--- src/rtl/vcfg_pkg.sv ---
package vcfg_pkg;

    typedef enum logic [0:0] {
        ST_OFF = 1'b0,
        ST_ON  = 1'b1
    } vcfg_state_e;

    localparam logic [1:0] RM_DEFAULT   = 2'b10;
    localparam logic [7:0] VREG_HIGHEST = 8'd31;

    // element bits represented by a 2-bit width code
    function automatic int unsigned code_bits(input logic [1:0] code);
        unique case (code)
            2'b01:   code_bits = 8;
            2'b10:   code_bits = 16;
            2'b11:   code_bits = 32;
            default: code_bits = 64;
        endcase
    endfunction

    // widest code not exceeding the supported element size
    function automatic logic [1:0] widest_code(input int unsigned max_bits);
        if (max_bits >= 64)      widest_code = 2'b00;
        else if (max_bits >= 32) widest_code = 2'b11;
        else if (max_bits >= 16) widest_code = 2'b10;
        else                     widest_code = 2'b01;
    endfunction

    function automatic logic [7:0] legal_high(input logic [7:0] req);
        legal_high = (req > VREG_HIGHEST) ? VREG_HIGHEST : req;
    endfunction

endpackage

--- src/rtl/vcfg_decode.sv ---
module vcfg_decode
    import vcfg_pkg::*;
#(
    parameter int unsigned MAX_ELEM_BITS = 32
) (
    input  logic [7:0] imm,
    output logic [7:0] dec_high,
    output logic [2:0] dec_width,
    output logic       dec_clip,
    output logic       dec_turn_on
);
    localparam logic [1:0] TOP_CODE = widest_code(MAX_ELEM_BITS);

    logic [1:0] raw_code;

    always_comb begin
        raw_code    = imm[6:5];
        dec_high    = legal_high({3'b000, imm[4:0]});
        dec_turn_on = (dec_high != 8'd0);
        dec_clip    = imm[7];
        if (code_bits(raw_code) > MAX_ELEM_BITS)
            dec_width = {1'b0, TOP_CODE};
        else
            dec_width = {1'b0, raw_code};
    end
endmodule

--- src/rtl/vcfg_fsm.sv ---
module vcfg_fsm
    import vcfg_pkg::*;
(
    input  logic       clk,
    input  logic       rst_n,
    input  logic       cfg_valid,
    input  logic [7:0] dec_high,
    input  logic [2:0] dec_width,
    input  logic       dec_clip,
    input  logic       dec_turn_on,
    output logic       unit_en,
    output logic [7:0] vreg_high,
    output logic [2:0] elem_width,
    output logic       clip_mode
);
    vcfg_state_e state_q, state_d;
    logic [7:0]  high_q;
    logic [2:0]  width_q;
    logic        clip_q;

    // next-state selection: CFG_ENABLE / CFG_DISABLE
    always_comb begin
        state_d = state_q;
        unique case (state_q)
            ST_OFF: if (cfg_valid && dec_turn_on)  state_d = ST_ON;
            ST_ON:  if (cfg_valid && !dec_turn_on) state_d = ST_OFF;
            default: state_d = ST_OFF;
        endcase
    end

    // state register
    always_ff @(posedge clk or negedge rst_n) begin
        if (!rst_n) state_q <= ST_OFF;
        else        state_q <= state_d;
    end

    // configuration fields captured by a configure command
    always_ff @(posedge clk or negedge rst_n) begin
        if (!rst_n) begin
            high_q  <= 8'd0;
            width_q <= 3'b001;
            clip_q  <= 1'b0;
        end else if (cfg_valid) begin
            high_q  <= dec_high;
            width_q <= dec_width;
            clip_q  <= dec_clip;
        end
    end

    // outputs
    always_comb begin
        unit_en    = (state_q == ST_ON);
        vreg_high  = high_q;
        elem_width = width_q;
        clip_mode  = clip_q;
    end
endmodule

--- src/rtl/vcfg_round.sv ---
module vcfg_round
    import vcfg_pkg::*;
(
    input  logic       clk,
    input  logic       rst_n,
    input  logic       cfg_valid,
    input  logic       rm_set_valid,
    input  logic [1:0] rm_set_bits,
    output logic [1:0] round_mode
);
    logic [1:0] rm_q, rm_base, rm_d;

    always_comb begin
        rm_base = cfg_valid ? RM_DEFAULT : rm_q;
        rm_d    = rm_set_valid ? (rm_base | rm_set_bits) : rm_base;
    end

    always_ff @(posedge clk or negedge rst_n) begin
        if (!rst_n) rm_q <= RM_DEFAULT;
        else        rm_q <= rm_d;
    end

    assign round_mode = rm_q;
endmodule

--- src/rtl/vcfg_vlen.sv ---
module vcfg_vlen #(
    parameter int unsigned MAXVL = 8,
    localparam int unsigned VLW  = $clog2(MAXVL + 1)
) (
    input  logic           clk,
    input  logic           rst_n,
    input  logic           cfg_valid,
    input  logic           dec_turn_on,
    input  logic           unit_en,
    input  logic           vl_wr_valid,
    input  logic [VLW-1:0] vl_wr_data,
    output logic [VLW-1:0] vl
);
    localparam logic [VLW-1:0] VL_MAX = VLW'(MAXVL);

    logic [VLW-1:0] vl_q, vl_d, wr_clamped;

    always_comb begin
        wr_clamped = (vl_wr_data > VL_MAX) ? VL_MAX : vl_wr_data;
        vl_d       = vl_q;
        if (cfg_valid)
            vl_d = dec_turn_on ? VL_MAX : '0;
        else if (vl_wr_valid && unit_en)
            vl_d = wr_clamped;
    end

    always_ff @(posedge clk or negedge rst_n) begin
        if (!rst_n) vl_q <= '0;
        else        vl_q <= vl_d;
    end

    assign vl = unit_en ? vl_q : '0;
endmodule

--- src/rtl/vcfg_regs.sv ---
module vcfg_regs #(
    parameter int unsigned MAXVL         = 8,
    parameter int unsigned MAX_ELEM_BITS = 32,
    localparam int unsigned VLW          = $clog2(MAXVL + 1)
) (
    input  logic           clk,
    input  logic           rst_n,
    input  logic           cfg_valid,
    input  logic [7:0]     cfg_imm,
    input  logic           rm_set_valid,
    input  logic [1:0]     rm_set_bits,
    input  logic           vl_wr_valid,
    input  logic [VLW-1:0] vl_wr_data,
    output logic           unit_en,
    output logic [7:0]     vreg_high,
    output logic [2:0]     elem_width,
    output logic           clip_mode,
    output logic [1:0]     round_mode,
    output logic [VLW-1:0] vl
);
    logic [7:0] dec_high;
    logic [2:0] dec_width;
    logic       dec_clip;
    logic       dec_turn_on;

    vcfg_decode #(.MAX_ELEM_BITS(MAX_ELEM_BITS)) u_decode (
        .imm         (cfg_imm),
        .dec_high    (dec_high),
        .dec_width   (dec_width),
        .dec_clip    (dec_clip),
        .dec_turn_on (dec_turn_on)
    );

    vcfg_fsm u_fsm (
        .clk         (clk),
        .rst_n       (rst_n),
        .cfg_valid   (cfg_valid),
        .dec_high    (dec_high),
        .dec_width   (dec_width),
        .dec_clip    (dec_clip),
        .dec_turn_on (dec_turn_on),
        .unit_en     (unit_en),
        .vreg_high   (vreg_high),
        .elem_width  (elem_width),
        .clip_mode   (clip_mode)
    );

    vcfg_round u_round (
        .clk          (clk),
        .rst_n        (rst_n),
        .cfg_valid    (cfg_valid),
        .rm_set_valid (rm_set_valid),
        .rm_set_bits  (rm_set_bits),
        .round_mode   (round_mode)
    );

    vcfg_vlen #(.MAXVL(MAXVL)) u_vlen (
        .clk         (clk),
        .rst_n       (rst_n),
        .cfg_valid   (cfg_valid),
        .dec_turn_on (dec_turn_on),
        .unit_en     (unit_en),
        .vl_wr_valid (vl_wr_valid),
        .vl_wr_data  (vl_wr_data),
        .vl          (vl)
    );
endmodule

--- config.mk ---
export PLATFORM = sky130hd
export DESIGN_NAME = vcfg_regs
export DESIGN_NICKNAME = d
export VERILOG_FILES = /design/src/rtl/vcfg_pkg.sv /design/src/rtl/vcfg_decode.sv /design/src/rtl/vcfg_fsm.sv /design/src/rtl/vcfg_round.sv /design/src/rtl/vcfg_vlen.sv /design/src/rtl/vcfg_regs.sv
export SDC_FILE = /design/constraint.sdc
export NUM_CORES = 1
export LEC_CHECK = 0
export BUFFER_PORTS_ARGS = -buffer_cell sky130_fd_sc_hd__buf_2
export CORE_AREA = 2 2 44 46
export CTS_BUF_LIST = sky130_fd_sc_hd__clkbuf_8
export DETAILED_ROUTE_END_ITERATION = 8
export DIE_AREA = 0 0 46 48
export PLACE_DENSITY = 0.78
export SLEW_MARGIN = 40
export SYNTH_ARGS = -nofsm -noshare
export SYNTH_HDL_FRONTEND = slang
export SYNTH_SLANG_ARGS = --single-unit
export TNS_END_PERCENT = 5
--- constraint.sdc ---
create_clock -name clk -period 1.2 [get_ports clk]
set_clock_uncertainty 0.2 [all_clocks]
set_input_delay 0.12 -clock clk [delete_from_list [all_inputs] [get_ports clk]]
set_output_delay 0.12 -clock clk [all_outputs]
set_load 0.1 [all_outputs]
==> metrics.log, run 1 <==
INFO  metric outcome = complete, but fails checks
INFO  metric failed_checks = setup timing
INFO  metric drcViolationCount = 0
INFO  metric cts.sink_count = 15
INFO  metric synth.largest_area_cell = dfrtp_1
INFO  metric post_drt_via_cell_ratio = a little under 5
INFO  metric drtAntennaViolNets = 0
INFO  metric cp-end-kind = output port
INFO  metric route.detailed.wl_per_inst = about 14 um
INFO  metric clock_insertion_delay_worst_skew = between 200 and 250 ps
INFO  metric vias = 630
INFO  metric max_slew_violation_total_from_the_final_report = 0
INFO  metric drv_cap = 0
INFO  metric worst_ir_drop_vdd = between 0.0008 and 0.0009 V
INFO  metric share_of_layout_cells_above_drive_strength_1 = 51.4%
INFO  metric gp_congestion = about 0.76
INFO  metric cts.root.buffer_cell = clkbuf_8
INFO  metric layout_commonest_cell = buf_2
INFO  metric drt-total-wl = about 1800 um
INFO  metric timing.final.crit_period = 1380 ps
INFO  metric grt_pass1_vias = 694
INFO  metric std_cell_rows = 15
INFO  metric clkPwrFrac = 23.9%
INFO  metric setup_violations = 12
INFO  metric die_h = ~48 um
INFO  metric clock_transition_time_at_the_flip_flop_clock_pins_of_the_worst_setup_and_hold_paths = ~60 ps
INFO  metric die_area = ~0.0022 mm2
INFO  metric worstHoldPathType = input pin to flop
INFO  metric worstPathArrival = 1060 ps
INFO  metric power.share.sequential = between 30% and 40%
INFO  metric overall_global_routing_resource_usage = approximately a fifth
INFO  metric switchingPower = 0.000614 W
INFO  metric register_bit_count_reported_by_yosys = 15
INFO  metric async_reset_ff_share = 100%
INFO  metric placedCellCount = around 110
INFO  metric maximum_achievable_frequency = about 720 MHz
INFO  metric synth_seq_area_share = a little under three fifths
INFO  metric start_kind = flop
INFO  metric multi_input_area = approximately 260 um2
INFO  metric synth_largest_type_area_fraction = roughly half
INFO  metric hpwlAfterDp = between 1000 and 1500 um
INFO  metric io_buffer_count = 33
INFO  metric layout.cells.most_common_list = 19 x buf_2, 15 x dlygate4sd3_1, 15 x buf_12, 12 x dfrtp_1, 6 x mux2_2
INFO  metric power.share.switching = a little under two fifths
INFO  metric tritoncts_clock_tree = done
INFO  metric grt_ovf = 0
INFO  metric flip_flop_and_latch_area = 382 um2
INFO  metric start_util = between 30% and 40%
INFO  metric rrSetupSlack = -140 ps
INFO  metric fillCellCount = 108
INFO  metric drt_first_pass_iters = 4
INFO  metric critical_path_peak_fanout = 6
INFO  metric initial_antenna_violation_count = 0
INFO  metric cell_area_power_density = ~1300 mW/mm2
INFO  metric dominantRegCellSynth = dfrtp_1
INFO  metric net_count_reported_at_finish = approximately 130
INFO  metric finalWorstSetupSlack = -183 ps
INFO  metric synth_top_cells_by_area = dfrtp_1 49%, mux2_2 10%, dfstp_2 8.0%
INFO  metric netlist_instances = 57
INFO  metric synthesis.area = roughly 660 um2
INFO  metric initialDrtViolationCount = 9
INFO  metric layout.cells.non_filler = around 130
INFO  metric die_width = around 46 um
INFO  metric tritoncts.num_buffers = 3
INFO  metric worst_ep_required_time = between 800 and 900 ps
INFO  metric power.leakage = between 0.6 and 0.7 nW
INFO  metric power_frac_comb = roughly two fifths
INFO  metric core_area = roughly 0.0017 mm2
INFO  metric cts_buffer_depth = 2
INFO  metric grt_max_degree = 16
INFO  metric finish.utilization = 77.0%
INFO  metric setup.worst_path.class = flop to output port
INFO  metric cts_max_level = 1
INFO  metric final_hold_viol_count = 0
INFO  metric post-route-period-util = 115%
INFO  metric avgSynthCellArea = ~12 um2
INFO  metric grt_pass1_wl = around 2900 um
INFO  metric power_consumption = roughly 0.0016 W
INFO  metric n_antenna_cell = 0
INFO  metric io-pin-count = 38
INFO  metric number_of_warnings_reported_in_the_yosys_synthesis_log = 0
INFO  metric area_growth_syn_to_layout = 97.2%
INFO  metric yosys.cell_types.count = 21
INFO  metric unrepaired_setup_endpoints_after_global_routing = yes
INFO  metric intPower = just over 0.001 W
INFO  metric number_of_synthesized_flops_with_an_enable_pin = 0
-- kinds of logic after synthesis --
family,share of synthesized area (%)
simple gates,14.6
flops,57.3
compound gates,9.87
buf+inv,7.40
mux,10.2
other cells,0.569
-- cells in the mapped netlist (2+ instances only) --
cell type,count
and2_1,4
buf_4,4
nand4b_1,3
mux2_2,6
nand2_1,6
dfstp_2,2
a21oi_1,3
dfrtp_1,13
clkbuf_1,3
inv_1,2
-- final cells by class --
| type | count | area share [%] |
|---|---|---|
| clock buffer | 3 | 3.18 |
| clock inverter | 1 | 0.289 |
| inverter | 2 | 0.577 |
| multi-input combinational | 36 | 20.1 |
| sequential | 15 | 29.4 |
| tap | 17 | 1.64 |
| timing repair buffer | 54 | 44.9 |
-- final timing paths --
check	startpoint	end	cells after the start
worst max-delay path	flop	vl[3]	2
worst min-delay path	vl_wr_data[3]	u_vlen.vl_q[2]	3
worst max register to register	flop	u_vlen.vl_q[3]	4
worst min register to register	u_fsm.elem_width[0]	u_fsm.elem_width[0]	2
max in group asynchronous	rst_n	u_fsm.elem_width[0]	2
min in group asynchronous	rst_n	async pin	2
-- timing repair --
action                                  CTS  global route
endpoints found under the hold margin    27             0
setup buffers                             2             0
hold buffers                             15             0
cloned                                    0             0
endpoints found under the setup margin    9            12
resized for setup                         0             1
-- through the flow --
step	setup WS, ps	setup TNS, ps	hold WS [ps]	instance area, um2
floorplan	-264	-4070	-376	697
global placement	-385	-663	-167	1090
detailed placement	-416	-702	-159	1090
CTS	-187	-1500	0.324	1290
global route	-211	-1910	9.76	1300
finish	-183	-1500	1.80	1300
-- critical path, cell delays in order, from the launching register on --
cell     delay [ps]
dfrtp_4         510
and2_4          160
buf_12          160
-- power by group through the flow --
stage,clock network (W),registers (W),logic (W)
after detailed placement,0,0.000592,0.000618
after CTS,0.000403,0.000582,0.000658
final,0.000390,0.000582,0.000657
after global routing,0.000424,0.000587,0.000681
after global placement,0,0.000590,0.000610
after floorplan,0,0.000789,0.000187
-- layer usage --
metal | up-vias | wire length [um] | global-route usage [%]
met5 | - | 0 | 0
met4 | 0 | 42 | 8.57
met3 | 4 | 67 | 3.40
met2 | 28 | 1020 | 35.8
met1 | 296 | 641 | 20.0
li1 | 302 | - | -
-- registers in the layout, summed over array words and instances (netlist names), named ones only --
signal,count
u_fsm.vreg_high,5
u_round.round_mode,2
u_vlen.vl_q,4
u_fsm.clip_mode,1
u_fsm.elem_width,2
No activity file was read; power rests on OpenSTA's default activity.
==> run 2: changes to the inputs <==
--- a/config.mk
+++ b/config.mk
@@ -6,11 +6,11 @@
 export NUM_CORES = 1
 export LEC_CHECK = 0
 export BUFFER_PORTS_ARGS = -buffer_cell sky130_fd_sc_hd__buf_2
-export CORE_AREA = 2 2 44 46
+export CORE_AREA = 2 2 41 43
 export CTS_BUF_LIST = sky130_fd_sc_hd__clkbuf_8
 export DETAILED_ROUTE_END_ITERATION = 8
-export DIE_AREA = 0 0 46 48
-export PLACE_DENSITY = 0.78
+export DIE_AREA = 0 0 43 45
+export PLACE_DENSITY = 0.85
 export SLEW_MARGIN = 40
 export SYNTH_ARGS = -nofsm -noshare
 export SYNTH_HDL_FRONTEND = slang
==> constraint.sdc (replaced) <==
create_clock -name clk -period 1.7 [get_ports clk]
set_clock_uncertainty 0.2 [all_clocks]
set_input_delay 0.17 -clock clk [delete_from_list [all_inputs] [get_ports clk]]
set_output_delay 0.17 -clock clk [all_outputs]
set_load 0.1 [all_outputs]
==> run 2 against run 1 <==
Total power fell by 36%. Largest power group is now sequential cells. Non-clock buffer count down 7. The flow finishes with violations (hold timing). Sequential power down 31%.
==> metrics.log, run 2 (same netlist as run 1, synthesis figures left out) <==
INFO  metric gp_congestion = 0.661
INFO  metric detailed_place.area = just over 800 um2
INFO  metric tritoncts_clock_tree = done
INFO  metric layout_commonest_cell = buf_2
INFO  metric cell_area_power_density = ~1000 mW/mm2
INFO  metric setup_violations = 0
INFO  metric max_slew_violation_total_from_the_final_report = 0
INFO  metric maximum_achievable_frequency = 599 MHz
INFO  metric power_frac_comb = between 30% and 40%
INFO  metric cts.root.buffer_cell = clkbuf_8
INFO  metric unrepaired_setup_endpoints_after_global_routing = no
INFO  metric globalRouteMet3Util = under 10%
INFO  metric drcViolationCount = 0
INFO  metric final_cell_area = 0.00100 mm2
INFO  metric grt_pass1_vias = 623
INFO  metric overall_global_routing_resource_usage = a little under a fifth
INFO  metric switchingPower = 0.000420 W
INFO  metric clkPwrFrac = 26.6%
INFO  metric critical_path_peak_fanout = 1
INFO  metric initialDrtViolationCount = 14
INFO  metric worst_ir_drop_vdd = around 0.00064 V
INFO  metric drt-total-wl = approximately 1700 um
INFO  metric outcome = complete, but fails checks
INFO  metric clock_transition_time_at_the_flip_flop_clock_pins_of_the_worst_setup_and_hold_paths = approximately 60 ps
INFO  metric tritoncts.num_buffers = 3
INFO  metric largest_register_ffs = 5
INFO  metric die_h = roughly 45 um
INFO  metric cts_max_level = 1
INFO  metric worstHoldPathType = input pin to flop
INFO  metric clock_insertion_delay_worst_skew = around 240 ps
INFO  metric drt_first_pass_iters = 4
INFO  metric cts.sink_count = 15
INFO  metric grt_pass1_wl = between 2000 and 3000 um
INFO  metric worst_ep_required_time = roughly 1600 ps
INFO  metric power.share.switching = around 40%
INFO  metric cp-end-kind = flop
INFO  metric die_area = around 0.0019 mm2
INFO  metric power.leakage = 0.486 nW
INFO  metric n_antenna_cell = 0
INFO  metric io-pin-count = 38
INFO  metric layout.cells.most_common_list = 33 x buf_2, 13 x dlygate4sd3_1, 12 x dfrtp_1, 6 x nand2_1, 6 x mux2_2
INFO  metric initial_antenna_violation_count = 0
INFO  metric power.share.sequential = between 30% and 40%
INFO  metric area_growth_syn_to_layout = 52.2%
INFO  metric start_kind = input pin
INFO  metric fillCellCount = 108
INFO  metric hpwlAfterDp = approximately 1100 um
INFO  metric drtAntennaViolNets = 0
INFO  metric final_hold_viol_count = 1
INFO  metric grt.met2_usage = between 30% and 40%
INFO  metric die_width = 43 um
INFO  metric grt_ovf = 0
INFO  metric groute.layer.met1.usage = about a fifth
INFO  metric timing.final.crit_period = about 1700 ps
INFO  metric power_consumption = between 0.001 and 0.0015 W
INFO  metric vias = between 600 and 700
INFO  metric drv_cap = 0
INFO  metric post-route-period-util = a little over nine tenths
INFO  metric setup.worst_path.class = input pin to flop
INFO  metric placedCellCount = roughly 100
INFO  metric grt_max_degree = 16
INFO  metric global_route.peak_usage_layer = met2
INFO  metric io_buffer_count = 33
INFO  metric std_cell_rows = 14
INFO  metric cts_buffer_depth = 2
INFO  metric hold_ws = -38.8 ps
INFO  metric layout.cells.non_filler = between 100 and 150
INFO  metric core_area = approximately 0.0015 mm2
INFO  metric failed_checks = hold timing
INFO  metric cts_resized = 0
INFO  metric worstPathArrival = 1590 ps
INFO  metric route.detailed.wl_per_inst = around 14 um
INFO  metric post_drt_via_cell_ratio = between 5 and 6
INFO  metric intPower = around 0.00063 W
INFO  metric start_util = about 45%
INFO  metric net_count_reported_at_finish = 124
INFO  metric share_of_layout_cells_above_drive_strength_1 = 48.1%
## run 2: through the flow
step	util, %	setup WS (ps)	TNS (ps)
2_1_floorplan	-	-133	-527
3_3_place_gp	56.3	63.1	0
3_5_place_dp	56.3	30.2	0
4_1_cts	68.9	41.9	0
5_1_grt	68.2	15.8	0
6_report	68.2	30.4	0
## run 2: critical path, cell delays in order
cell and delay (ps):
dlygate4sd3_1 530, buf_2 130, a22o_1 190, dlygate4sd3_1 570
## run 2: routing by layer
metal	wire (um)	vias to the layer above
li1	-	282
met1	667	301
met2	896	36
met3	101	6
met4	46	0
met5	0	-
## run 2: final timing paths
kind | startpoint | endpoint | slack [ps] | cells after the start
max | rm_set_bits[0] | u_round.round_mode[0] | 30 | 4
min | rm_set_valid | u_round.round_mode[1] | -40 | 2
max reg2reg | u_round.round_mode[0] | u_round.round_mode[0] | 180 | 2
min reg2reg | u_fsm.vreg_high[0] | u_fsm.vreg_high[0] | 300 | 1
max in group asynchronous | rst_n | u_round.round_mode[1] | 840 | 2
min in group asynchronous | rst_n | u_fsm.vreg_high[1] | 170 | 2
## run 2: area by class of cell
cell class / instances / area [um2] / share of cell area [%]
clock buffer: 3 / 41.3 / 4.11
timing repair buffer: 47 / 303 / 30.2
tap: 16 / 20.0 / 2.00
inverter: 2 / 7.51 / 0.748
sequential: 15 / 379 / 37.8
clock inverter: 1 / 3.75 / 0.374
multi-input combinational: 36 / 249 / 24.8
## run 2: timing repair
action	CTS	global route
hold endpoints to repair	26	0
setup endpoints to repair	0	1
hold buffers	14	0
setup buffers	0	0
## run 2: power by group through the flow
stage | sequential [W] | combinational, W | clock, W
2_1_floorplan | 0.000556 | 0.000127 | 0
3_3_place_gp | 0.000402 | 0.000336 | 0
3_5_place_dp | 0.000404 | 0.000340 | 0
4_1_cts | 0.000399 | 0.000365 | 0.000282
5_1_grt | 0.000402 | 0.000380 | 0.000295
6_report | 0.000399 | 0.000369 | 0.000278
==> run 3: changes to the inputs <==
--- a/config.mk
+++ b/config.mk
@@ -6,11 +6,13 @@
 export NUM_CORES = 1
 export LEC_CHECK = 0
 export BUFFER_PORTS_ARGS = -buffer_cell sky130_fd_sc_hd__buf_2
-export CORE_AREA = 2 2 41 43
+export CELL_PAD_IN_SITES_DETAIL_PLACEMENT = 1
+export CELL_PAD_IN_SITES_GLOBAL_PLACEMENT = 1
+export CORE_AREA = 2 2 40 57
 export CTS_BUF_LIST = sky130_fd_sc_hd__clkbuf_8
 export DETAILED_ROUTE_END_ITERATION = 8
-export DIE_AREA = 0 0 43 45
-export PLACE_DENSITY = 0.85
+export DIE_AREA = 0 0 42 59
+export PLACE_DENSITY = 0.86
 export SLEW_MARGIN = 40
 export SYNTH_ARGS = -nofsm -noshare
 export SYNTH_HDL_FRONTEND = slang
==> run 3 against run 2 <==
The run still ends with hold timing left. Critical path depth fell by 2. Worst setup slack better by 43 ps. Routed wire length up 2.3%.
==> metrics.log, run 3 (same netlist as run 1, synthesis figures left out) <==
INFO  metric outcome = complete, but fails checks
INFO  metric failed_checks = hold timing
INFO  metric setup.worst_path.class = flop to output port
INFO  metric tritoncts.num_buffers = 3
INFO  metric overall_global_routing_resource_usage = ~15%
INFO  metric clkPwrFrac = between 20% and 30%
INFO  metric startpoint_of_the_lowest_slack_hold_path = rm_set_valid
INFO  metric r2r.worst_path.cells = 3
INFO  metric io_buffer_count = 33
INFO  metric setup_violations = 0
INFO  metric worst_ir_drop_vdd = 0.000676 V
INFO  metric finish.utilization = 51.9%
INFO  metric grt_ovf = 0
INFO  metric power.share.switching = between 30% and 40%
INFO  metric post-route-period-util = a little over nine tenths
INFO  metric die_area = between 0.002 and 0.0025 mm2
INFO  metric initialDrtViolationCount = 3
INFO  metric drtAntennaViolNets = 0
INFO  metric timing.rr.end = u_fsm.elem_width[0]
INFO  metric cts_post_setup_buffers_inserted = 0
INFO  metric clock_transition_time_at_the_flip_flop_clock_pins_of_the_worst_setup_and_hold_paths = about 60 ps
INFO  metric share_of_layout_cells_above_drive_strength_1 = approximately half
INFO  metric drt_first_pass_iters = 4
INFO  metric grt_max_degree = 16
INFO  metric net_count_reported_at_finish = 123
INFO  metric vias = just over 600
INFO  metric drv_cap = 0
INFO  metric drt-total-wl = ~1800 um
INFO  metric final_cell_area = ~1000 um2
INFO  metric power.leakage = between 0.4 and 0.5 nW
INFO  metric grt_pass1_wl = between 2000 and 3000 um
INFO  metric worst_r2r_startpoint = u_fsm.elem_width[0]
INFO  metric post_drt_via_cell_ratio = between 4 and 5
INFO  metric switchingPower = 0.000414 W
INFO  metric power_frac_comb = a little over a third
INFO  metric worstHoldPathType = input pin to flop
INFO  metric max_slew_violation_total_from_the_final_report = 0
INFO  metric drcViolationCount = 0
INFO  metric critical_path_peak_fanout = 11
INFO  metric unrepaired_setup_endpoints_after_global_routing = no
INFO  metric std_cell_rows = 19
INFO  metric finalWorstSetupSlack = 73.5 ps
INFO  metric initial_antenna_violation_count = 0
INFO  metric cts.root.buffer_cell = clkbuf_8
INFO  metric cts_max_level = 1
INFO  metric final_hold_viol_count = 1
INFO  metric hpwlAfterDp = between 1000 and 1500 um
INFO  metric power.share.sequential = between 30% and 40%
INFO  metric grt_pass1_vias = between 600 and 700
INFO  metric largest_register_ffs = 5
INFO  metric intPower = 0.000624 W
INFO  metric die_h = about 59 um
INFO  metric layout.cells.non_filler = approximately 120
INFO  metric rrSetupSlack = ~180 ps
INFO  metric layout_commonest_cell = buf_2
INFO  metric gp_congestion = between 0.6 and 0.7
INFO  metric area_growth_syn_to_layout = 51.6%
INFO  metric route.detailed.wl_per_inst = approximately 14 um
INFO  metric io-pin-count = 38
INFO  metric place_worst_setup_slack = between 20 and 25 ps
INFO  metric worst_ep_required_time = around 1300 ps
INFO  metric worstPathArrival = ~1300 ps
INFO  metric tritoncts_clock_tree = done
INFO  metric start_kind = flop
INFO  metric detailed_place.area = ~830 um2
INFO  metric cts_buffer_depth = 2
INFO  metric maximum_achievable_frequency = roughly 610 MHz
INFO  metric clock_insertion_delay_worst_skew = 240 ps
INFO  metric n_antenna_cell = 0
INFO  metric hold_ws = -30.9 ps
INFO  metric timing.final.crit_period = 1630 ps
INFO  metric layout.cells.most_common_list = 33 x buf_2, 12 x dlygate4sd3_1, 12 x dfrtp_1, 6 x nand2_1, 6 x mux2_2
INFO  metric cts.sink_count = 15
INFO  metric die_width = around 42 um
INFO  metric cell_area_power_density = ~1000 mW/mm2
INFO  metric placedCellCount = around 110
INFO  metric start_util = 34.2%
INFO  metric cp-end-kind = output port
INFO  metric core_area = 0.00193 mm2
INFO  metric cp-endpoint = vl[3]
## run 3: cell count changes in the layout (fill, tap and decap cells not counted)
cell | before | now
dlygate4sd3_1 | 13 | 12
## run 3: worst max-delay path: stages, from the launching register on
cell and delay, ps:
dfrtp_2 440, and2_2 160, buf_2 410
## run 3: area by class of cell
cell class	instances	area, um2
multi-input cells	36	249
clock inverters	1	3.75
inverters	2	7.51
clock buffers	3	41.3
repair buffers	46	293
fillers	226	926
flip-flops and latches	15	379
well taps	21	26.3
## run 3: what timing repair did
item | 4_1_cts | 5_1_grt
setup endpoints to repair | 0 | 1
gates resized for setup | 0 | 0
hold buffers | 13 | 0
endpoints found under the hold margin | 25 | 0
## run 3: stage by stage
stage               hold WS [ps]  TNS, ps  total power (W)
floorplan                   -326     -527         0.000683
global placement            -111        0         0.000740
detailed placement          -105        0         0.000747
CTS                         7.01        0          0.00104
global route                22.4        0          0.00108
finish                     -30.9        0          0.00104
## run 3: worst min-delay path by stage
| stage | endpoint | slack [ps] | cells past startpoint |
|---|---|---|---|
| 2_1_floorplan | async pin | -330 | 0 |
| 3_3_place_gp | u_vlen.vl_q[1] | -110 | 1 |
| 3_5_place_dp | u_vlen.vl_q[1] | -100 | 1 |
| 4_1_cts | u_vlen.vl_q[0] | 7 | 3 |
| 5_1_grt | u_vlen.vl_q[0] | 20 | 3 |
| 6_report | u_round.round_mode[1] | -30 | 2 |
## run 3: power by group through the flow
stage,clock (W),combinational [W],sequential (W)
2_1_floorplan,0,0.000127,0.000556
3_3_place_gp,0,0.000338,0.000402
3_5_place_dp,0,0.000343,0.000404
4_1_cts,0.000281,0.000366,0.000398
5_1_grt,0.000301,0.000380,0.000401
6_report,0.000275,0.000365,0.000398
## run 3: metal layers
metal / vias to the layer above / track usage, % / part of all wire, %
li1: 281 / - / -
met1: 299 / 14.6 / 35
met2: 23 / 29.7 / 59
met3: 2 / 4.88 / 4.5
met4: 0 / 7.37 / 1.4
met5: - / 0 / 0
